**config.mk**
```make
export PLATFORM = sky130hd
export DESIGN_NAME = dbg_brk_unit
export DESIGN_NICKNAME = d
export VERILOG_FILES = /design/src/rtl/dbg_brk_pkg.sv /design/src/rtl/dbg_ctl_regs.sv /design/src/rtl/dbg_brk_cnt.sv /design/src/rtl/dbg_stat.sv /design/src/rtl/dbg_brk_unit.sv
export SDC_FILE = /design/constraint.sdc
export NUM_CORES = 1
export LEC_CHECK = 0
export ABC_AREA = 1
export BUFFER_PORTS_ARGS = -buffer_cell sky130_fd_sc_hd__buf_4
export CAP_MARGIN = 20
export CORE_MARGIN = 4
export CORE_UTILIZATION = 35
export CTS_CLUSTER_DIAMETER = 60
export DETAILED_ROUTE_END_ITERATION = 10
export GPL_ROUTABILITY_DRIVEN = 1
export HOLD_SLACK_MARGIN = 0.1
export MAX_ROUTING_LAYER = met4
export PLACE_DENSITY = 0.61
export SLEW_MARGIN = 20
export SYNTH_ARGS = -nofsm -noshare
export SYNTH_HDL_FRONTEND = slang
export SYNTH_SLANG_ARGS = --single-unit
```
**constraint.sdc**
```tcl
create_clock -name clk -period 2.57 [get_ports clk]
set_input_delay 0.1285 -clock clk [delete_from_list [all_inputs] [get_ports clk]]
set_output_delay 0.1285 -clock clk [all_outputs]
set_load 0.02 [all_outputs]
```
**src/rtl/dbg_brk_pkg.sv**
```systemverilog
package dbg_brk_pkg;
  localparam int CTL_W   = 8;
  localparam int CB_DBG  = 7;
  localparam int CB_PCM  = 6;
  localparam int CB_ZBK  = 5;
  localparam int CB_RST  = 0;
  localparam int SB_IDLE = 7;
  localparam int SB_HALT = 6;

  typedef struct packed {
    logic dbg;
    logic pcm;
    logic zbk;
    logic rst;
  } ctl_t;

  function automatic logic [CTL_W-1:0] pack_ctl(input ctl_t c);
    logic [CTL_W-1:0] v;
    v         = '0;
    v[CB_DBG] = c.dbg;
    v[CB_PCM] = c.pcm;
    v[CB_ZBK] = c.zbk;
    v[CB_RST] = c.rst;
    return v;
  endfunction
endpackage

```
**src/rtl/dbg_ctl_regs.sv**
```systemverilog
module dbg_ctl_regs
  import dbg_brk_pkg::*;
(
  input  logic             clk,
  input  logic             rst_n,
  input  logic             wr_i,
  input  logic [CTL_W-1:0] wdata_i,
  input  logic             hit_i,
  input  logic             rst_done_i,
  output ctl_t             ctl_o,
  output logic             exit_o
);
  ctl_t ctl_q;

  // leaving debug mode through a software write
  assign exit_o = wr_i && ctl_q.dbg && !wdata_i[CB_DBG];

  always_ff @(posedge clk or negedge rst_n) begin
    if (!rst_n) begin
      ctl_q <= '0;
    end else begin
      if (wr_i) begin
        ctl_q.dbg <= wdata_i[CB_DBG];
        ctl_q.pcm <= wdata_i[CB_PCM];
        ctl_q.zbk <= wdata_i[CB_ZBK];
      end else if (hit_i) begin
        ctl_q.dbg <= 1'b1;
      end
      if (wr_i && wdata_i[CB_RST]) ctl_q.rst <= 1'b1;
      else if (rst_done_i)         ctl_q.rst <= 1'b0;
    end
  end

  assign ctl_o = ctl_q;
endmodule

```
**src/rtl/dbg_brk_cnt.sv**
```systemverilog
module dbg_brk_cnt #(
  parameter int CNT_W = 16
) (
  input  logic             clk,
  input  logic             rst_n,
  input  logic             dbg_i,
  input  logic             pcm_i,
  input  logic             zbk_i,
  input  logic             step_i,
  input  logic [CNT_W-1:0] pc_i,
  input  logic             exit_i,
  input  logic             wr_i,
  input  logic [CNT_W-1:0] wdata_i,
  output logic [CNT_W-1:0] cnt_o,
  output logic             hit_o
);
  localparam logic [CNT_W-1:0] ONE  = CNT_W'(1);
  localparam logic [CNT_W-1:0] ZERO = '0;

  logic [CNT_W-1:0] cnt_q;
  logic             run, dec, zero_hit, pc_hit, keep_on_exit;

  assign run          = !dbg_i;
  assign dec          = run && !pcm_i && step_i && (cnt_q != ZERO);
  assign zero_hit     = dec && zbk_i && (cnt_q == ONE);
  assign pc_hit       = run && pcm_i && step_i && (pc_i == cnt_q);
  assign keep_on_exit = zbk_i || pcm_i;
  assign hit_o        = zero_hit || pc_hit;

  always_ff @(posedge clk or negedge rst_n) begin
    if (!rst_n)                      cnt_q <= ZERO;
    else if (wr_i)                   cnt_q <= wdata_i;
    else if (exit_i && !keep_on_exit) cnt_q <= ZERO;
    else if (dec)                    cnt_q <= cnt_q - ONE;
  end

  assign cnt_o = cnt_q;
endmodule

```
**src/rtl/dbg_stat.sv**
```systemverilog
module dbg_stat
  import dbg_brk_pkg::*;
(
  input  logic             clk,
  input  logic             rst_n,
  input  logic             brk_i,
  input  logic             ctl_wr_i,
  input  logic             dbg_i,
  output logic [CTL_W-1:0] stat_o
);
  logic brk_seen_q;

  always_ff @(posedge clk or negedge rst_n) begin
    if (!rst_n)        brk_seen_q <= 1'b0;
    else if (brk_i)    brk_seen_q <= 1'b1;
    else if (ctl_wr_i) brk_seen_q <= 1'b0;
  end

  always_comb begin
    stat_o          = '0;
    stat_o[SB_IDLE] = dbg_i || brk_seen_q;
    stat_o[SB_HALT] = dbg_i;
  end
endmodule

```
**src/rtl/dbg_brk_unit.sv**
```systemverilog
module dbg_brk_unit
  import dbg_brk_pkg::*;
#(
  parameter int CNT_W = 16
) (
  input  logic             clk,
  input  logic             rst_n,
  input  logic [CNT_W-1:0] pc_i,
  input  logic             step_i,
  input  logic             brk_i,
  input  logic             ctl_wr_i,
  input  logic [7:0]       ctl_wdata_i,
  input  logic             cnt_wr_i,
  input  logic [CNT_W-1:0] cnt_wdata_i,
  input  logic             rst_done_i,
  output logic             dbg_mode_o,
  output logic             rst_req_o,
  output logic [7:0]       ctl_o,
  output logic [CNT_W-1:0] cnt_o,
  output logic [7:0]       stat_o
);
  ctl_t ctl;
  logic exit_w, hit_w;

  dbg_ctl_regs u_ctl (
    .clk        (clk),
    .rst_n      (rst_n),
    .wr_i       (ctl_wr_i),
    .wdata_i    (ctl_wdata_i),
    .hit_i      (hit_w),
    .rst_done_i (rst_done_i),
    .ctl_o      (ctl),
    .exit_o     (exit_w)
  );

  dbg_brk_cnt #(.CNT_W(CNT_W)) u_cnt (
    .clk     (clk),
    .rst_n   (rst_n),
    .dbg_i   (ctl.dbg),
    .pcm_i   (ctl.pcm),
    .zbk_i   (ctl.zbk),
    .step_i  (step_i),
    .pc_i    (pc_i),
    .exit_i  (exit_w),
    .wr_i    (cnt_wr_i),
    .wdata_i (cnt_wdata_i),
    .cnt_o   (cnt_o),
    .hit_o   (hit_w)
  );

  dbg_stat u_stat (
    .clk      (clk),
    .rst_n    (rst_n),
    .brk_i    (brk_i),
    .ctl_wr_i (ctl_wr_i),
    .dbg_i    (ctl.dbg),
    .stat_o   (stat_o)
  );

  assign dbg_mode_o = ctl.dbg;
  assign rst_req_o  = ctl.rst;
  assign ctl_o      = pack_ctl(ctl);
endmodule

```
==> results of run 1 <==
## registers in the layout (all words and copies together), names as in the netlist
name	count
u_cnt.cnt_o	16
u_ctl.ctl_o	4
u_stat.brk_seen_q	1
## layer usage
| metal | global-route usage (%) | part of all wire, % | up-vias | wire length, µm |
|---|---|---|---|---|
| li1 | - | - | 1020 | - |
| met1 | 23.9 | 43 | 884 | 2270 |
| met2 | 28.6 | 48 | 59 | 2530 |
| met3 | 2.35 | 6.4 | 9 | 337 |
| met4 | 5.57 | 1.8 | 0 | 95 |
| met5 | - | 0 | - | 0 |
## where the power goes
group	total (mW)	internal, mW	switching, mW
Combinational	0.575	0.235	0.340
Sequential	0.463	0.379	0.0831
Clock	0.238	0.110	0.128
Total	1.28	0.724	0.551
## repair_timing
| action | CTS | global route |
|---|---|---|
| hold buffers | 7 | 0 |
| setup buffers | 0 | 0 |
| endpoints found under the hold margin | 25 | 0 |
## cell families (layout without fill, tap and decap cells)
family / Yosys count / count (layout)
AOI/OAI and AO/OA: 30 / 30
xor gates and xnor gates: 6 / 6
adders and majority gates: 2 / 2
buffers and inverters: 63 / 119
DFF: 21 / 21
other: 1 / 10
and+or+nand+nor: 174 / 174
## cells in the mapped netlist (all sizes together)
cell,number
nand3b,1
o211ai,4
xnor2,3
nand3,18
inv,41
nor3,1
o21bai,1
nand4,5
a21oi,2
dfrtp,21
nor2,37
buf,20
conb,1
a21boi,1
xor2,3
ha,2
clkbuf,2
o21ai,21
nand2,112
a31oi,1
## final timing paths
check                           depth (start not counted)        endpoint           start  slack (ns)
worst min register to register                          2  u_ctl.ctl_o[1]  u_ctl.ctl_o[1]        0.58
worst max register to register                          9  u_cnt.cnt_o[7]  u_cnt.cnt_o[1]        0.69
worst max-delay path                                    9  u_cnt.cnt_o[7]  u_cnt.cnt_o[1]        0.69
max in group asynchronous                               2  u_cnt.cnt_o[8]           rst_n        2.07
worst min-delay path                                    2  u_ctl.ctl_o[1]        ctl_wr_i        0.10
min in group asynchronous                               2  u_cnt.cnt_o[2]           rst_n        0.27
## final cells by class
type                       count  area share [%]
clock buffer                   3            1.72
clock inverter                 1           0.312
inverter                      41            6.39
multi-input combinational    222            42.3
sequential                    21            21.8
tap                           70            3.64
timing repair buffer          74            23.8
## through the flow
step	hold WS, ns	util (%)	power (mW)
after CTS	0.108	47.4	1.28
after floorplan	-0.167	-	0.833
after global routing	0.101	47.4	1.38
final	0.105	47.4	1.28
after global placement	0.0341	45.1	1.03
after detailed placement	0.0368	45.1	1.03
==> out/results.ini, run 1 <==
[placement]
dpl.hpwl_mm=4.11
placedCellCount=421
place_area_mm2=0.00229
gp_congestion=0.909
port_buffers=66
pre_cts_ws_ns=0.687

[setup_path]
max_stage_delay_ns=0.39
crit_buf_inv=1
cp-end-kind=flop
critPathRequiredTime_ns=2.71
crit_slowest_cell=dfrtp_1
start_kind=flop
crit_family=simple AND/OR/NAND/NOR gates
criticalPathCategory=reg2reg
arrival_ns=2.02
cp_max_fo=21
path_cells=inv_1 > ha_1 > nand2_2 > nor2_2 > nand2_1 > nand2_1 > nand2_2 > nor2_1 > a31oi_1

[sta]
hold_viol=0
fin_tns_setup_ns=0
post-route-min-period_ns=1.88
period_share_pct=73.0
rsz0062_at_grt=no
slew_violations=0
worst_slack_ns=0.693
skew_ns=0.00748
finalSetupViolCount=0
fmax_ghz=0.533

[synth]
synthCells=297
synth_top_area_share_pct=28.8
synth_top_family_by_area=simple AND/OR/NAND/NOR gates
synth-seq-cells=21
syn_avg_cell_area_um2=6.14
synthesis.area_mm2=0.00182
synth_compound_area_share_pct=10.2
synth-seq-area-share_pct=28.8
synthSimpleGateAreaFrac_pct=39.4
synth_warnings=0
yosys-top-cells-area=dfrtp_1 29%, nand2_1 23%, inv_1 7.8%
synth_area_leader_cell=dfrtp_1
synth_xor_area_share_pct=2.88
synth.distinct_cells=28
muxShareOfSynthArea_pct=0
synthAdderAreaFrac_pct=1.37

[die]
die_y_um=80.2
io_pins=81
die_area_mm2=0.00643
core_mm2=0.00507
fp.dieW_um=80.2
rows=26
start_util_pct=35.9

[min_path]
min_path_type=in2reg

[finish]
final_cell_area_mm2=0.00241
layout_common_cells=110 x nand2_1, 67 x buf_4, 38 x inv_1, 29 x nor2_1, 21 x dfrtp_1
ff_latch_area_um2=526
multiInputGateArea_mm2=0.00102
final_common_cell=nand2_1
fin_cells=432
drive_gt1_share_pct=24.0
n_antenna_cell=0
fill_cells=561
nets=412
syn2layout_area_growth_pct=32.0

[power_and_ir_drop]
power.density_mw_per_mm2=530
max-vdd-ir-drop_mv=0.192
leakage_nw=1.32

[job]
drv_cap=0

[clock_network]
cts_resized=0
cts_tree=yes
cts_root_buf=clkbuf_8
cts_buffers=3
cts_sinks=21
clk_pin_slew_ns=0.09
clock_latency_ns=0.27
htree_levels=1
clock_path_buffers=2

[route]
vias=1972
wire_per_inst_um=12.1
drt-total-wl_mm=5.24
initialDrtViolationCount=104
first_pass_iters=4
drc_errors=0
postRouteAntennaNets=0
viasPerCell=4.56

[global_routing]
grt_pass1_wl_mm=8.88
grt_max_degree=22
grt_pass1_vias=1882
antenna_found_initial=0
overflow=0
grt_usage_pct=18.0

[status]
status=completed

(Power assumes the default switching activity.)
==> run 2, diff against run 1 <==
--- a/config.mk
+++ b/config.mk
@@ -5,7 +5,7 @@
 export SDC_FILE = /design/constraint.sdc
 export NUM_CORES = 1
 export LEC_CHECK = 0
-export ABC_AREA = 1
+export ABC_AREA = 0
 export BUFFER_PORTS_ARGS = -buffer_cell sky130_fd_sc_hd__buf_4
 export CAP_MARGIN = 20
 export CORE_MARGIN = 4
@@ -15,7 +15,7 @@
 export GPL_ROUTABILITY_DRIVEN = 1
 export HOLD_SLACK_MARGIN = 0.1
 export MAX_ROUTING_LAYER = met4
-export PLACE_DENSITY = 0.61
+export PLACE_DENSITY = 0.62
 export SLEW_MARGIN = 20
 export SYNTH_ARGS = -nofsm -noshare
 export SYNTH_HDL_FRONTEND = slang
==> constraint.sdc (replaced) <==
create_clock -name clk -period 1.78 [get_ports clk]
set_input_delay 0.089 -clock clk [delete_from_list [all_inputs] [get_ports clk]]
set_output_delay 0.089 -clock clk [all_outputs]
set_load 0.02 [all_outputs]
==> out/results.ini, run 2 <==
[status]
status=finished with violations
violations=setup timing

[power_and_ir_drop]
pwr-share-clk_pct=16.2
power.density_mw_per_mm2=732
seq_power_share_pct=28.8
p_sw_mw=0.794
power.internal_mw=1.24
max-vdd-ir-drop_mv=0.342
swShare_pct=39.0
leakage_nw=1.27
combPwrFrac_pct=55.0

[clock_network]
clock_latency_ns=0.27
cts_sinks=21
clock_path_buffers=2
htree_levels=1
cts_tree=yes
clk_pin_slew_ns=0.08
cts_root_buf=clkbuf_8
cts_buffers=3

[setup_path]
crit_family=simple AND/OR/NAND/NOR gates
startpoint=u_cnt.cnt_o[0]
reg2reg_from=u_cnt.cnt_o[0]
max_stage_delay_ns=0.41
start_kind=flop
cp-end-kind=flop
path_cells=inv_2 > ha_4 > or3b_4 > nor4_4 > buf_4 > nor2_4 > a31o_1 > a22oi_2
critPathRequiredTime_ns=1.98
cp_max_fo=8
criticalPathCategory=reg2reg
crit_slowest_cell=dfrtp_2
crit_buf_inv=2
arrival_ns=2.16

[route]
postRouteAntennaNets=0
initialDrtViolationCount=172
viasPerCell=5.04
drt-total-wl_mm=5.86
vias=1925
drc_errors=0
first_pass_iters=4
wire_per_inst_um=15.3

[finish]
nets=365
drive_gt1_share_pct=48.6
fill_cells=469
final_common_cell=buf_4
layout_common_cells=104 x buf_4, 20 x nand2_1, 17 x dfrtp_1, 16 x xnor2_1, 15 x dlygate4sd3_1
n_antenna_cell=0
largest_register_ffs=16
syn2layout_area_growth_pct=60.3
fin_cells=382

[global_routing]
antenna_found_initial=0
overflow=0
grt_max_degree=22
grt_pass1_vias=1914
grt_pass1_wl_mm=9.35
grt_usage_pct=19.9

[synth]
synth_edf_count=0
synth.distinct_cells=50
synth_area_leader_cell=dfrtp_1
syn_avg_cell_area_um2=8.34
async_reset_ff_share_pct=100
synthCells=208
synthesis.area_mm2=0.00173
yosys-top-cells-area=dfrtp_1 30%, buf_4 8.2%, xnor2_1 8.1%
synth_warnings=0
synthFlopType=dfrtp_1
synthTopCellsByCount=21 x a21oi_1, 21 x dfrtp_1, 20 x nand2_1, 19 x buf_4, 17 x nor2_1
synth_top_area_share_pct=30.3
synth-seq-cells=21
synth-seq-area-share_pct=30.3

[die]
start_util_pct=36.5
core_mm2=0.00475
rows=25
die_y_um=78.4
fp.dieW_um=78.4
die_area_mm2=0.00614
io_pins=81

[sta]
worstMarginPinSlew_ns=0.499
hold_viol=0
post-route-min-period_ns=1.96
rsz0062_at_grt=yes
finalSetupViolCount=16
timing.hold.ws_ns=0.104
fmax_ghz=0.510
worst_slack_ns=-0.181
skew_ns=0.00204
period_share_pct=110
slew_headroom_pct=66.6
slew_violations=0

[placement]
port_buffers=66
placedCellCount=360
pre_cts_ws_ns=-0.184
gp_congestion=0.901
dpl.hpwl_mm=4.27

[job]
drv_cap=0

[min_path]
hp-start=cnt_wdata_i[13]
min_path_type=in2reg

-- run 2: worst paths after layout --
path | slack, ns | depth (start not counted) | end
setup / recovery | -0.18 | 8 | u_cnt.cnt_o[13]
hold / removal | 0.10 | 3 | u_cnt.cnt_o[13]
setup reg to reg | -0.18 | 8 | u_cnt.cnt_o[13]
hold reg to reg | 0.47 | 1 | u_stat.brk_seen_q
max in group asynchronous | 1.30 | 2 | u_cnt.cnt_o[1]
min in group asynchronous | 0.24 | 2 | u_ctl.ctl_o[0]
-- run 2: final cells by class --
cell class                 instances  area, µm²  share of cell area (%)
clock buffer                       3       41.3                    1.49
clock inverter                     1       5.00                   0.180
inverter                           6       22.5                   0.810
multi-input combinational        162       1120                    40.4
sequential                        21        531                    19.1
tap                               67       83.8                    3.02
timing repair buffer             122        973                    35.0
-- run 2: metrics by stage --
stage                     power [mW]  setup TNS [ns]  utilization, %  cell area [µm²]
final                           2.04           -2.01            58.5             2780
after CTS                       2.00           -2.36            56.7             2700
after global placement          1.60           -2.07            51.6             2450
after detailed placement        1.60           -2.49            51.6             2450
after floorplan                 1.20           -3.24               -             1800
after global routing            2.17           -3.10            58.5             2780
-- run 2: layer usage --
metal | vias up | track usage [%] | routed length, µm
met5 | - | - | 0
met4 | 0 | 4.90 | 55
met3 | 5 | 1.83 | 296
met2 | 74 | 32.9 | 2920
met1 | 907 | 26.3 | 2590
li1 | 939 | - | -
-- run 2: what timing repair did --
action	4_1_cts	5_1_grt
buffers inserted	1	2
hold buffers	15	0
pin swaps	2	20
endpoints found under the hold margin	33	0
gates resized for setup	10	15
endpoints found under the setup margin	16	17
-- run 2: cell families after synthesis --
logic type | share of synthesized area (%)
AND/OR/NAND/NOR | 24.4
AO/OA/AOI/OAI | 20.6
buffers and inverters | 13.7
flip-flops | 30.3
XOR/XNOR | 8.08
adder cells (fa/ha/maj) | 1.44
multiplexers | 1.30
other | 0.216
-- run 2: power groups by stage --
| stage | clock network, mW | logic [mW] | registers, mW |
|---|---|---|---|
| 3_5_place_dp | 0 | 1.01 | 0.592 |
| 4_1_cts | 0.342 | 1.07 | 0.584 |
| 5_1_grt | 0.363 | 1.21 | 0.596 |
| 2_1_floorplan | 0 | 0.508 | 0.690 |
| 3_3_place_gp | 0 | 1.01 | 0.591 |
| 6_report | 0.329 | 1.12 | 0.587 |
-- run 2: worst reg2reg max path, cell delays in order, from the launching register on --
cell,delay (ns)
dfrtp_2,0.41
inv_2,0.08
ha_4,0.13
or3b_4,0.40
nor4_4,0.29
buf_4,0.17
nor2_4,0.06
a31o_1,0.19
a22oi_2,0.14
==> run 3, diff against run 2 <==
--- a/config.mk
+++ b/config.mk
@@ -19,4 +19,5 @@
 export SLEW_MARGIN = 20
 export SYNTH_ARGS = -nofsm -noshare
 export SYNTH_HDL_FRONTEND = slang
+export SYNTH_HIERARCHICAL = 1
 export SYNTH_SLANG_ARGS = --single-unit
==> out/results.ini, run 3 <==
[synth]
synth-seq-area-share_pct=29.9
synthesis.area_mm2=0.00176
synth_area_leader_cell=dfrtp_1
synth_most_common_cell=dfrtp_1
yosys-top-cells-area=dfrtp_1 30%, buf_4 6.8%, xor2_1 6.0%
syn_avg_cell_area_um2=8.57
synth_warnings=6
synthCells=205
async_reset_ff_share_pct=100
synthFlopType=dfrtp_1
synth_edf_count=0
synth-seq-cells=21
synth.distinct_cells=53
synth_top_area_share_pct=29.9
synthTopCellsByCount=21 x dfrtp_1, 20 x nand2_1, 16 x buf_4, 12 x xor2_1, 10 x nor2_1

[sta]
finalSetupViolCount=0
rsz0062_at_grt=yes
slew_violations=0
hold_viol=0
period_share_pct=99.7
fmax_ghz=0.564
skew_ns=0.00611
fin_tns_setup_ns=0
post-route-min-period_ns=1.77

[power_and_ir_drop]
leakage_nw=1.29
power.density_mw_per_mm2=642
max-vdd-ir-drop_mv=0.285
p_total_mw=1.82

[setup_path]
arrival_ns=1.93
cp-end-kind=flop
critPathRequiredTime_ns=1.94
criticalPathCategory=reg2reg
start_kind=flop
cp_max_fo=5

[route]
wire_per_inst_um=16.3
vias=2078
drt-total-wl_mm=6.21
initialDrtViolationCount=78
viasPerCell=5.44
postRouteAntennaNets=0
drc_errors=0
first_pass_iters=4

[status]
status=completed

[finish]
drive_gt1_share_pct=47.6
syn2layout_area_growth_pct=61.8
layout_common_cells=109 x buf_4, 19 x nand2_1, 18 x dfrtp_1, 13 x dlygate4sd3_1, 12 x xor2_1
final_util_pct=59.4
largest_register_ffs=16
n_antenna_cell=0
nets=365
final_common_cell=buf_4
final_cell_area_mm2=0.00284

[clock_network]
htree_levels=1
cts_root_buf=clkbuf_8
clock_path_buffers=2
cts_tree=yes
cts_buffers=3
cts_sinks=21
clock_latency_ns=0.27
clk_pin_slew_ns=0.09

[global_routing]
antenna_found_initial=0
grt_max_degree=22
grt_usage_pct=20.0
overflow=0
grt_pass1_vias=1990
grt_pass1_wl_mm=9.59

[placement]
gp_congestion=0.841
dpl.hpwl_mm=4.54
port_buffers=66
place_area_mm2=0.00254

[job]
drv_cap=0

[die]
start_util_pct=36.7
rows=25
fp.dieW_um=78.8
die_area_mm2=0.00622
io_pins=81
core_mm2=0.00479
die_y_um=78.8

[min_path]
min_path_type=in2reg

## run 3: final timing paths
| path | startpoint | endpoint | slack, ns | cells after the start |
|---|---|---|---|---|
| min in group asynchronous | rst_n | u_cnt/cnt_o[5] | 0.24 | 2 |
| max in group asynchronous | rst_n | u_cnt/cnt_o[0] | 1.29 | 2 |
| min | cnt_wdata_i[8] | u_cnt/cnt_o[8] | 0.15 | 3 |
| max | u_cnt/cnt_o[1] | u_cnt/cnt_o[11] | 0.005 | 6 |
| max reg2reg | u_cnt/cnt_o[1] | u_cnt/cnt_o[11] | 0.005 | 6 |
| min reg2reg | u_stat/brk_seen_q | u_stat/brk_seen_q | 0.49 | 1 |
## run 3: area by class of cell
cell class              instances  area, µm²
clock buffers                   3       41.3
clock inverters                 1       5.00
fillers                       469       1940
inverters                       6       22.5
multi-input cells             160       1180
flip-flops and latches         21        529
well taps                      67       83.8
repair buffers                124        980
## run 3: worst max-delay path: stages (launching register included)
cell     delay (ns)
dfrtp_2        0.37
inv_2          0.06
ha_4           0.16
nor3b_4        0.15
and4_4         0.23
or4_1          0.46
a32o_1         0.23
## run 3: cells by family (layout without fill, tap and decap cells)
family                     Yosys count  count (layout)  share of synthesized area, %
and+or+nand+nor                     86              87                          29.3
other                                2              10                         0.428
AOI/OAI and AO/OA                   43              43                          18.4
muxes                                2               2                          1.28
DFF                                 21              21                          29.9
buffers and inverters               33             134                          11.3
adders and majority gates            2               2                          1.42
xor gates and xnor gates            16              16                          7.98
## run 3: where the power goes
part | internal [mW] | total [mW] | switching, mW
clock network | 0.157 | 0.332 | 0.175
registers | 0.531 | 0.593 | 0.0621
logic | 0.441 | 0.900 | 0.459
## run 3: routing by layer
layer	up-vias	share of wire [%]	track usage, %
li1	964	-	-
met1	1010	43	25.3
met2	88	47	32.0
met3	16	7.5	2.95
met4	0	2.4	8.25
met5	-	0	-
## run 3: per-stage QoR
stage               setup slack, ns  cells  hold slack, ns
floorplan                    -0.198    213          -0.207
global placement            -0.0147    361         0.00313
detailed placement          -0.0401    361         0.00136
CTS                         0.00867    379           0.133
global route                -0.0461    382           0.143
finish                      0.00549    382           0.145
## run 3: timing repair
action | 4_1_cts | 5_1_grt
hold buffers | 13 | 0
resized for setup | 8 | 14
setup buffers | 1 | 2
endpoints found under the hold margin | 32 | 0
gates cloned | 0 | 1
setup endpoints to repair | 12 | 12
pin swaps | 1 | 6
